===== config.mk =====
export PLATFORM = sky130hd
export DESIGN_NAME = sep_write_slave
export DESIGN_NICKNAME = d
export VERILOG_FILES = /design/src/rtl/sep_pkg.sv /design/src/rtl/sep_frame_rx.sv /design/src/rtl/sep_prog_timer.sv /design/src/rtl/sep_cell_array.sv /design/src/rtl/sep_write_slave.sv
export SDC_FILE = /design/constraint.sdc
export NUM_CORES = 2
export LEC_CHECK = 0
export ABC_AREA = 1
export CAP_MARGIN = 20
export CORE_MARGIN = 10
export CORE_UTILIZATION = 64
export CTS_CLUSTER_SIZE = 16
export DETAILED_ROUTE_END_ITERATION = 8
export PLACE_DENSITY = 0.8
export RECOVER_POWER = 100
export SLEW_MARGIN = 30
export SYNTH_ARGS = -nofsm -noshare
export SYNTH_HDL_FRONTEND = slang
export SYNTH_SLANG_ARGS = --single-unit

===== constraint.sdc =====
create_clock -name clk -period 77.9 [get_ports clk]
set_input_delay 7.79 -clock clk [delete_from_list [all_inputs] [get_ports clk]]
set_output_delay 7.79 -clock clk [all_outputs]
set_load 0.02 [all_outputs]

===== src/rtl/sep_pkg.sv =====
package sep_pkg;
  typedef enum logic [1:0] {
    RX_HUNT,
    RX_SHIFT,
    RX_ARMED,
    RX_SKIP
  } rx_state_e;
endpackage


===== src/rtl/sep_frame_rx.sv =====
module sep_frame_rx
  import sep_pkg::*;
#(
  parameter int ADDR_W           = 7,
  parameter int WORD_W           = 16,
  parameter bit START_ON_CS_FALL = 1'b1
) (
  input  logic              clk,
  input  logic              rst_n,
  input  logic              csel,
  input  logic              sclk,
  input  logic              sdi,
  input  logic              org16,
  input  logic              busy,
  output logic              start,
  output logic              clear_req,
  output logic              wr_org16,
  output logic [ADDR_W:0]   wr_addr,
  output logic [WORD_W-1:0] wr_data
);
  localparam int HALF  = WORD_W / 2;
  localparam int HDR16 = 2 + ADDR_W;
  localparam int HDR8  = 3 + ADDR_W;
  localparam int FRM16 = HDR16 + WORD_W;
  localparam int FRM8  = HDR8 + HALF;
  localparam int SH_W  = (FRM16 > FRM8) ? FRM16 : FRM8;
  localparam int CNT_W = $clog2(SH_W + 1);

  rx_state_e         st_q, st_d;
  logic [SH_W-1:0]   sh_q, sh_d, sh_nx;
  logic [CNT_W-1:0]  cnt_q, cnt_d, cnt_inc, hdr_len, frm_len;
  logic              wen_q, wen_d, cs_q, sclk_q, org_q, org_d;
  logic [ADDR_W:0]   addr_q, addr_d;
  logic [WORD_W-1:0] data_q, data_d;
  logic [1:0]        op, ctl;
  logic              rise, cs_fall;

  assign rise    = sclk & ~sclk_q;
  assign cs_fall = cs_q & ~csel;
  assign sh_nx   = {sh_q[SH_W-2:0], sdi};
  assign cnt_inc = cnt_q + 1'b1;
  assign hdr_len = org16 ? CNT_W'(HDR16) : CNT_W'(HDR8);
  assign frm_len = org16 ? CNT_W'(FRM16) : CNT_W'(FRM8);
  assign op      = org16 ? sh_nx[ADDR_W+1 -: 2] : sh_nx[ADDR_W+2 -: 2];
  assign ctl     = org16 ? sh_nx[ADDR_W-1 -: 2] : sh_nx[ADDR_W -: 2];

  always_comb begin
    st_d      = st_q;
    sh_d      = sh_q;
    cnt_d     = cnt_q;
    wen_d     = wen_q;
    addr_d    = addr_q;
    data_d    = data_q;
    org_d     = org_q;
    start     = 1'b0;
    clear_req = 1'b0;
    if (!csel) begin
      st_d  = RX_HUNT;
      cnt_d = '0;
      if (cs_fall) begin
        if (st_q == RX_ARMED)                start     = 1'b1;
        else if (st_q != RX_HUNT && !busy)   clear_req = 1'b1;
      end
    end else if (rise) begin
      unique case (st_q)
        RX_HUNT: if (sdi) begin
          st_d  = busy ? RX_SKIP : RX_SHIFT;
          cnt_d = '0;
        end
        RX_SHIFT: begin
          sh_d  = sh_nx;
          cnt_d = cnt_inc;
          if (cnt_inc == hdr_len) begin
            if (op == 2'b00) begin
              if (ctl == 2'b11)      wen_d = 1'b1;
              else if (ctl == 2'b00) wen_d = 1'b0;
              st_d = RX_SKIP;
            end else if (!(op == 2'b01 && wen_q)) begin
              st_d = RX_SKIP;
            end
          end else if (cnt_inc == frm_len) begin
            org_d = org16;
            if (org16) begin
              addr_d = {1'b0, sh_nx[WORD_W+ADDR_W-1 -: ADDR_W]};
              data_d = sh_nx[WORD_W-1:0];
            end else begin
              addr_d = sh_nx[HALF+ADDR_W -: ADDR_W+1];
              data_d = {{(WORD_W-HALF){1'b0}}, sh_nx[HALF-1:0]};
            end
            if (START_ON_CS_FALL) begin
              st_d = RX_ARMED;
            end else begin
              start = 1'b1;
              st_d  = RX_SKIP;
            end
          end
        end
        default: ;
      endcase
    end
  end

  always_ff @(posedge clk or negedge rst_n) begin
    if (!rst_n) begin
      st_q   <= RX_HUNT;
      sh_q   <= '0;
      cnt_q  <= '0;
      wen_q  <= 1'b0;
      cs_q   <= 1'b0;
      sclk_q <= 1'b0;
      org_q  <= 1'b1;
      addr_q <= '0;
      data_q <= '0;
    end else begin
      st_q   <= st_d;
      sh_q   <= sh_d;
      cnt_q  <= cnt_d;
      wen_q  <= wen_d;
      cs_q   <= csel;
      sclk_q <= sclk;
      org_q  <= org_d;
      addr_q <= addr_d;
      data_q <= data_d;
    end
  end

  assign wr_org16 = org_q;
  assign wr_addr  = addr_q;
  assign wr_data  = data_q;
endmodule


===== src/rtl/sep_prog_timer.sv =====
module sep_prog_timer #(
  parameter int PROG_CYCLES = 40
) (
  input  logic clk,
  input  logic rst_n,
  input  logic start,
  output logic busy,
  output logic commit
);
  localparam int TC_W = (PROG_CYCLES > 1) ? $clog2(PROG_CYCLES) : 1;

  logic            busy_q, busy_d;
  logic [TC_W-1:0] tc_q, tc_d;

  assign commit = busy_q && (tc_q == '0);

  always_comb begin
    busy_d = busy_q;
    tc_d   = tc_q;
    if (start) begin
      busy_d = 1'b1;
      tc_d   = TC_W'(PROG_CYCLES - 1);
    end else if (busy_q) begin
      if (tc_q == '0) busy_d = 1'b0;
      else            tc_d   = tc_q - 1'b1;
    end
  end

  always_ff @(posedge clk or negedge rst_n) begin
    if (!rst_n) begin
      busy_q <= 1'b0;
      tc_q   <= '0;
    end else begin
      busy_q <= busy_d;
      tc_q   <= tc_d;
    end
  end

  assign busy = busy_q;
endmodule


===== src/rtl/sep_cell_array.sv =====
module sep_cell_array #(
  parameter int ADDR_W = 7,
  parameter int WORD_W = 16
) (
  input  logic              clk,
  input  logic              rst_n,
  input  logic              we,
  input  logic              wr_org16,
  input  logic [ADDR_W:0]   waddr,
  input  logic [WORD_W-1:0] wdata,
  input  logic [ADDR_W-1:0] peek_addr,
  output logic [WORD_W-1:0] peek_data
);
  localparam int DEPTH = 1 << ADDR_W;
  localparam int HALF  = WORD_W / 2;

  logic [DEPTH*WORD_W-1:0] flat;

  for (genvar gi = 0; gi < DEPTH; gi++) begin : g_word
    logic [WORD_W-1:0] w_q, w_d;
    logic              hit;
    always_comb begin
      hit = we && (wr_org16 ? (waddr[ADDR_W-1:0] == ADDR_W'(gi))
                            : (waddr[ADDR_W:1]   == ADDR_W'(gi)));
      w_d = w_q;
      if (hit) begin
        if (wr_org16)      w_d = wdata;
        else if (waddr[0]) w_d[WORD_W-1:HALF] = wdata[HALF-1:0];
        else               w_d[HALF-1:0]      = wdata[HALF-1:0];
      end
    end
    always_ff @(posedge clk or negedge rst_n) begin
      if (!rst_n) w_q <= '0;
      else        w_q <= w_d;
    end
    assign flat[gi*WORD_W +: WORD_W] = w_q;
  end

  assign peek_data = flat[peek_addr*WORD_W +: WORD_W];
endmodule


===== src/rtl/sep_write_slave.sv =====
module sep_write_slave #(
  parameter int ADDR_W           = 7,
  parameter int WORD_W           = 16,
  parameter int PROG_CYCLES      = 40,
  parameter int CSL_MIN          = 4,
  parameter bit START_ON_CS_FALL = 1'b1
) (
  input  logic              clk,
  input  logic              rst_n,
  input  logic              csel,
  input  logic              sclk,
  input  logic              sdi,
  input  logic              org16,
  output logic              sdo,
  output logic              sdo_en,
  input  logic [ADDR_W-1:0] peek_addr,
  output logic [WORD_W-1:0] peek_data
);
  localparam int CSL_W = $clog2(CSL_MIN + 1);

  logic              rs1_q, rst_sn;
  logic              start_w, clear_w, busy_w, commit_w, wr_org_w;
  logic [ADDR_W:0]   wr_addr_w;
  logic [WORD_W-1:0] wr_data_w;
  logic              cs_q, pend_q, pend_d, vis_q, vis_d;
  logic [CSL_W-1:0]  csl_q, csl_d;

  always_ff @(posedge clk or negedge rst_n) begin
    if (!rst_n) begin
      rs1_q  <= 1'b0;
      rst_sn <= 1'b0;
    end else begin
      rs1_q  <= 1'b1;
      rst_sn <= rs1_q;
    end
  end

  sep_frame_rx #(.ADDR_W(ADDR_W), .WORD_W(WORD_W), .START_ON_CS_FALL(START_ON_CS_FALL)) u_rx (
    .clk(clk), .rst_n(rst_sn), .csel(csel), .sclk(sclk), .sdi(sdi), .org16(org16),
    .busy(busy_w), .start(start_w), .clear_req(clear_w), .wr_org16(wr_org_w),
    .wr_addr(wr_addr_w), .wr_data(wr_data_w)
  );

  sep_prog_timer #(.PROG_CYCLES(PROG_CYCLES)) u_timer (
    .clk(clk), .rst_n(rst_sn), .start(start_w), .busy(busy_w), .commit(commit_w)
  );

  sep_cell_array #(.ADDR_W(ADDR_W), .WORD_W(WORD_W)) u_array (
    .clk(clk), .rst_n(rst_sn), .we(commit_w), .wr_org16(wr_org_w), .waddr(wr_addr_w),
    .wdata(wr_data_w), .peek_addr(peek_addr), .peek_data(peek_data)
  );

  always_comb begin
    csl_d  = csel ? '0 : ((csl_q == CSL_W'(CSL_MIN)) ? csl_q : csl_q + 1'b1);
    pend_d = pend_q;
    if (start_w)      pend_d = 1'b1;
    else if (clear_w) pend_d = 1'b0;
    vis_d = vis_q;
    if (!csel && cs_q) vis_d = 1'b0;
    else if (csel && !cs_q && (csl_q >= CSL_W'(CSL_MIN)) && pend_q) vis_d = 1'b1;
  end

  always_ff @(posedge clk or negedge rst_sn) begin
    if (!rst_sn) begin
      cs_q   <= 1'b0;
      csl_q  <= '0;
      pend_q <= 1'b0;
      vis_q  <= 1'b0;
    end else begin
      cs_q   <= csel;
      csl_q  <= csl_d;
      pend_q <= pend_d;
      vis_q  <= vis_d;
    end
  end

  assign sdo_en = vis_q & csel;
  assign sdo    = ~busy_w;
endmodule


==> flow_metrics.env <==
export IMPL_portBuffers=30
export IMPL_leakagePower_uw=0.0451
export IMPL_postRouteAntennaNets=0
export IMPL_insertion_delay_ps=850
export IMPL_dr_pass1_iters=9
export IMPL_die_area_um2=166000
export IMPL_yosysWarnings=0
export IMPL_start_util_pct=64.3
export IMPL_synthCells=11900
export IMPL_setup_tns_final_ps=0
export IMPL_dp_hpwl_um=160000
export IMPL_syn_avg_cell_area_um2=8.06
export IMPL_yosys_top_cells_area="dfrtp_1 55%, nand2_1 17%, nand3_1 12%, o21ai_0 11%, clkbuf_1 3.2%"
export IMPL_syn_nets=12000
export IMPL_cts_tree="done"
export IMPL_wl_um=290000
export IMPL_finalSetupViolCount=0
export IMPL_antenna_found_initial=8
export IMPL_layout_nets=11300
export IMPL_dr_first_iter_drc_count=13000
export IMPL_grt_pass1_vias=81600
export IMPL_max_slew_margin_pct=-494
export IMPL_clock_sinks=2119
export IMPL_fp_row_count=142
export IMPL_outcome="complete, but fails checks"
export IMPL_critPathLaunchType="input pin"
export IMPL_num_io_pins=31
export IMPL_fmax_ghz=0.0316
export IMPL_syn_to_final_growth_pct=6.93
export IMPL_cp_max_fo=189
export IMPL_wl_per_cell_um=21.5
export IMPL_layout_drive_gt1_share_pct=4.21
export IMPL_critPathRequiredTime_ps=70110
export IMPL_ys_types=35
export IMPL_synth_area_um2=96200
export IMPL_post_cts_setup_buffers=0
export IMPL_power_density_nw_per_um2=22.3
export IMPL_fin_crit_sh_pct=40.7
export IMPL_violations="max-capacitance violations, max-slew violations"
export IMPL_finalHoldViolations=0
export IMPL_fin_area_um2=103000
export IMPL_die_w_um=408
export IMPL_ir_worst_vdd_uv=24.1
export IMPL_cts_resized=0
export IMPL_fp_dieH_um=408
export IMPL_viasPerCell=6.33
export IMPL_drc=0
export IMPL_grt_total_usage_pct=34.1
export IMPL_yosysSeqAreaShare_pct=55.1
export IMPL_rsz0062_at_grt="no"
export IMPL_core_um2=150000
export IMPL_worstPathArrival_ps=23890
export IMPL_cts_hold_buf=0
export IMPL_grt_max_degree=204
export IMPL_synth_area_leader_cell="dfrtp_1"
export IMPL_critPathTopFamily="buffers and inverters"
export IMPL_p_total_uw=2300
export IMPL_synth_seq_cells=2119
export IMPL_dpl_cell_area_um2=96500
export IMPL_tightest_slew_ps=8920
export IMPL_cts_buffer_depth=3
export IMPL_hold_path_class="reg2reg"
export IMPL_grt_pass1_wl_um=459000
export IMPL_drv_slew=2783
export IMPL_yosysTopAreaCellShare_pct=55.1
export IMPL_drv_cap=38
export IMPL_crit_type="in2out"
export IMPL_slowest_delay_ps=6340
export IMPL_htree_levels=4
export IMPL_grt_overflow=0
export IMPL_gp_congestion=0.914
export IMPL_clk_pin_slew_ps=60
export IMPL_crit_buf_inv=5
export IMPL_cpMostUsedCell="nand3_1"
export IMPL_numCtsBuffers=211
export IMPL_end_kind="output pin"
export IMPL_min_period_ps=31680
export IMPL_slowest_stage="clkbuf_1"
export IMPL_vias=85400
export IMPL_root_buffer="clkbuf_16"
export IMPL_antenna_cells=0
export IMPL_skew_ps=33.0
export IMPL_path_cells="buf_8 > clkinvlp_2 > clkbuf_1 > clkbuf_1 > nand2_1 > nand3_1 > nand3_1 > nand3_1 > nand3_1 > nand3_1 > nand3_1 > nand2_1 > dlygate4sd3_1"
power by group:
group | internal, uW | switching [uW]
Combinational | 31.5 | 109
Clock | 599 | 439
Sequential | 1110 | 7.28
Total | 1740 | 555
worst register-to-register path: cells and delay by family (launching register included):
family	cells	cell delay [ps]
flops	1	1630
buf+inv	6	18660
metal layers:
metal	part of all wire, %	global-route usage, %	vias up
li1	-	-	38300
met1	39	46.2	41200
met2	44	50.9	5004
met3	12	8.78	904
met4	5.4	17.5	4
met5	0.010	0	-
cell families (layout without fill, tap and decap cells):
| kind of cell | count (synthesis) | in the layout | synth area share [%] |
|---|---|---|---|
| and+or+nand+nor | 6589 | 6589 | 29.3 |
| AOI/OAI and AO/OA | 2135 | 2135 | 11.1 |
| DFF | 2119 | 2119 | 55.1 |
| buffers and inverters | 1083 | 621 | 4.38 |
| adders and majority gates | 5 | 5 | 0.0650 |
| xor gates and xnor gates | 5 | 5 | 0.0455 |
| other | 1 | 1 | 0.00390 |
cell usage in the layout, fill, tap and decap left out, drive strengths merged:
master         Yosys  routed
nor3               7       7
nand4              3       3
ha                 5       5
xor2               3       3
clkinv             1      42
o21ai           2127    2127
conb               1       1
dfrtp           2118    2118
clkbuf           826     364
dlygate4sd3        0      19
buf              182      95
nand2           4242    4242
nor4               2       2
nor2              46      46
nand3b             2       2
clkdlybuf4s50      0       5
a21oi              4       4
a32o               1       1
o21bai             1       1
nand3           2287    2287
o211ai             2       2
dfstp              1       1
clkinvlp           0       3
xnor2              2       2
inv               74      82
bufinv             0      11
stage by stage:
stage,cells,worst slack (ps),hold slack (ps),utilization (%)
2_1_floorplan,11900,14460,331,-
3_3_place_gp,13100,56900,334,64.4
3_5_place_dp,13100,56910,338,64.5
4_1_cts,13500,56900,353,69.2
5_1_grt,13500,45670,356,68.8
6_report,13500,46220,349,68.8
state kept, by name, summed over array words and instances (netlist names):
signal / flops
u_rx.wr_org16: 1
vis_q: 1
u_timer.tc_q: 6
rst_sn: 1
u_rx.wen_q: 1
csl_q: 3
u_rx.st_q: 2
u_rx.cs_q: 1
pend_q: 1
u_rx.wr_data: 16
u_rx.cnt_q: 5
u_rx.wr_addr: 8
rs1_q: 1
u_array.g_word.w_q: 2048
u_rx.sh_q: 22
u_rx.sclk_q: 1
u_timer.busy: 1
final timing paths:
path                             startpoint                                      end  slack (ps)  cells after the start
min reg2reg                 rs1_q$_DFF_PN0_                         rst_sn$_DFF_PN0_         350                      0
min                         rs1_q$_DFF_PN0_                         rst_sn$_DFF_PN0_         350                      0
max in group asynchronous  rst_sn$_DFF_PN0_  u_array.g_word[115].w_q[10]$_DFFE_PN0P_       56820                      6
min in group asynchronous  rst_sn$_DFF_PN0_                     csl_q[0]$_DFFE_PN0P_         810                      0
max                            peek_addr[0]                            peek_data[14]       46220                     13
max reg2reg                rst_sn$_DFF_PN0_  u_array.g_word[115].w_q[10]$_DFFE_PN0P_       56820                      6
synthesized netlist by cell type:
library cell,n
a21oi_1,4
a32o_1,1
buf_1,94
buf_2,75
buf_4,11
buf_6,2
clkbuf_1,826
clkinv_1,1
conb_1,1
dfrtp_1,2118
dfstp_2,1
ha_1,5
inv_1,68
inv_2,6
nand2_1,4241
nand2_2,1
nand3_1,2232
nand3_2,35
nand3_4,20
nand3b_1,2
nand4_1,3
nor2_1,30
nor2_2,14
nor2_4,2
nor3_1,5
nor3_4,2
nor4_4,2
o211ai_1,2
o21ai_0,2115
o21ai_1,7
o21ai_2,4
o21ai_4,1
o21bai_1,1
xnor2_1,2
xor2_1,3
final cells by class:
type / count / area (um2)
fillers: 11800 / 46700
clock inverters: 63 / 667
flip-flops and latches: 2119 / 53000
inverters: 75 / 320
multi-input cells: 8735 / 38700
well taps: 2016 / 2520
clock buffers: 326 / 6390
repair buffers: 157 / 1240
Note: power is estimated with default switching activity, not from simulation.
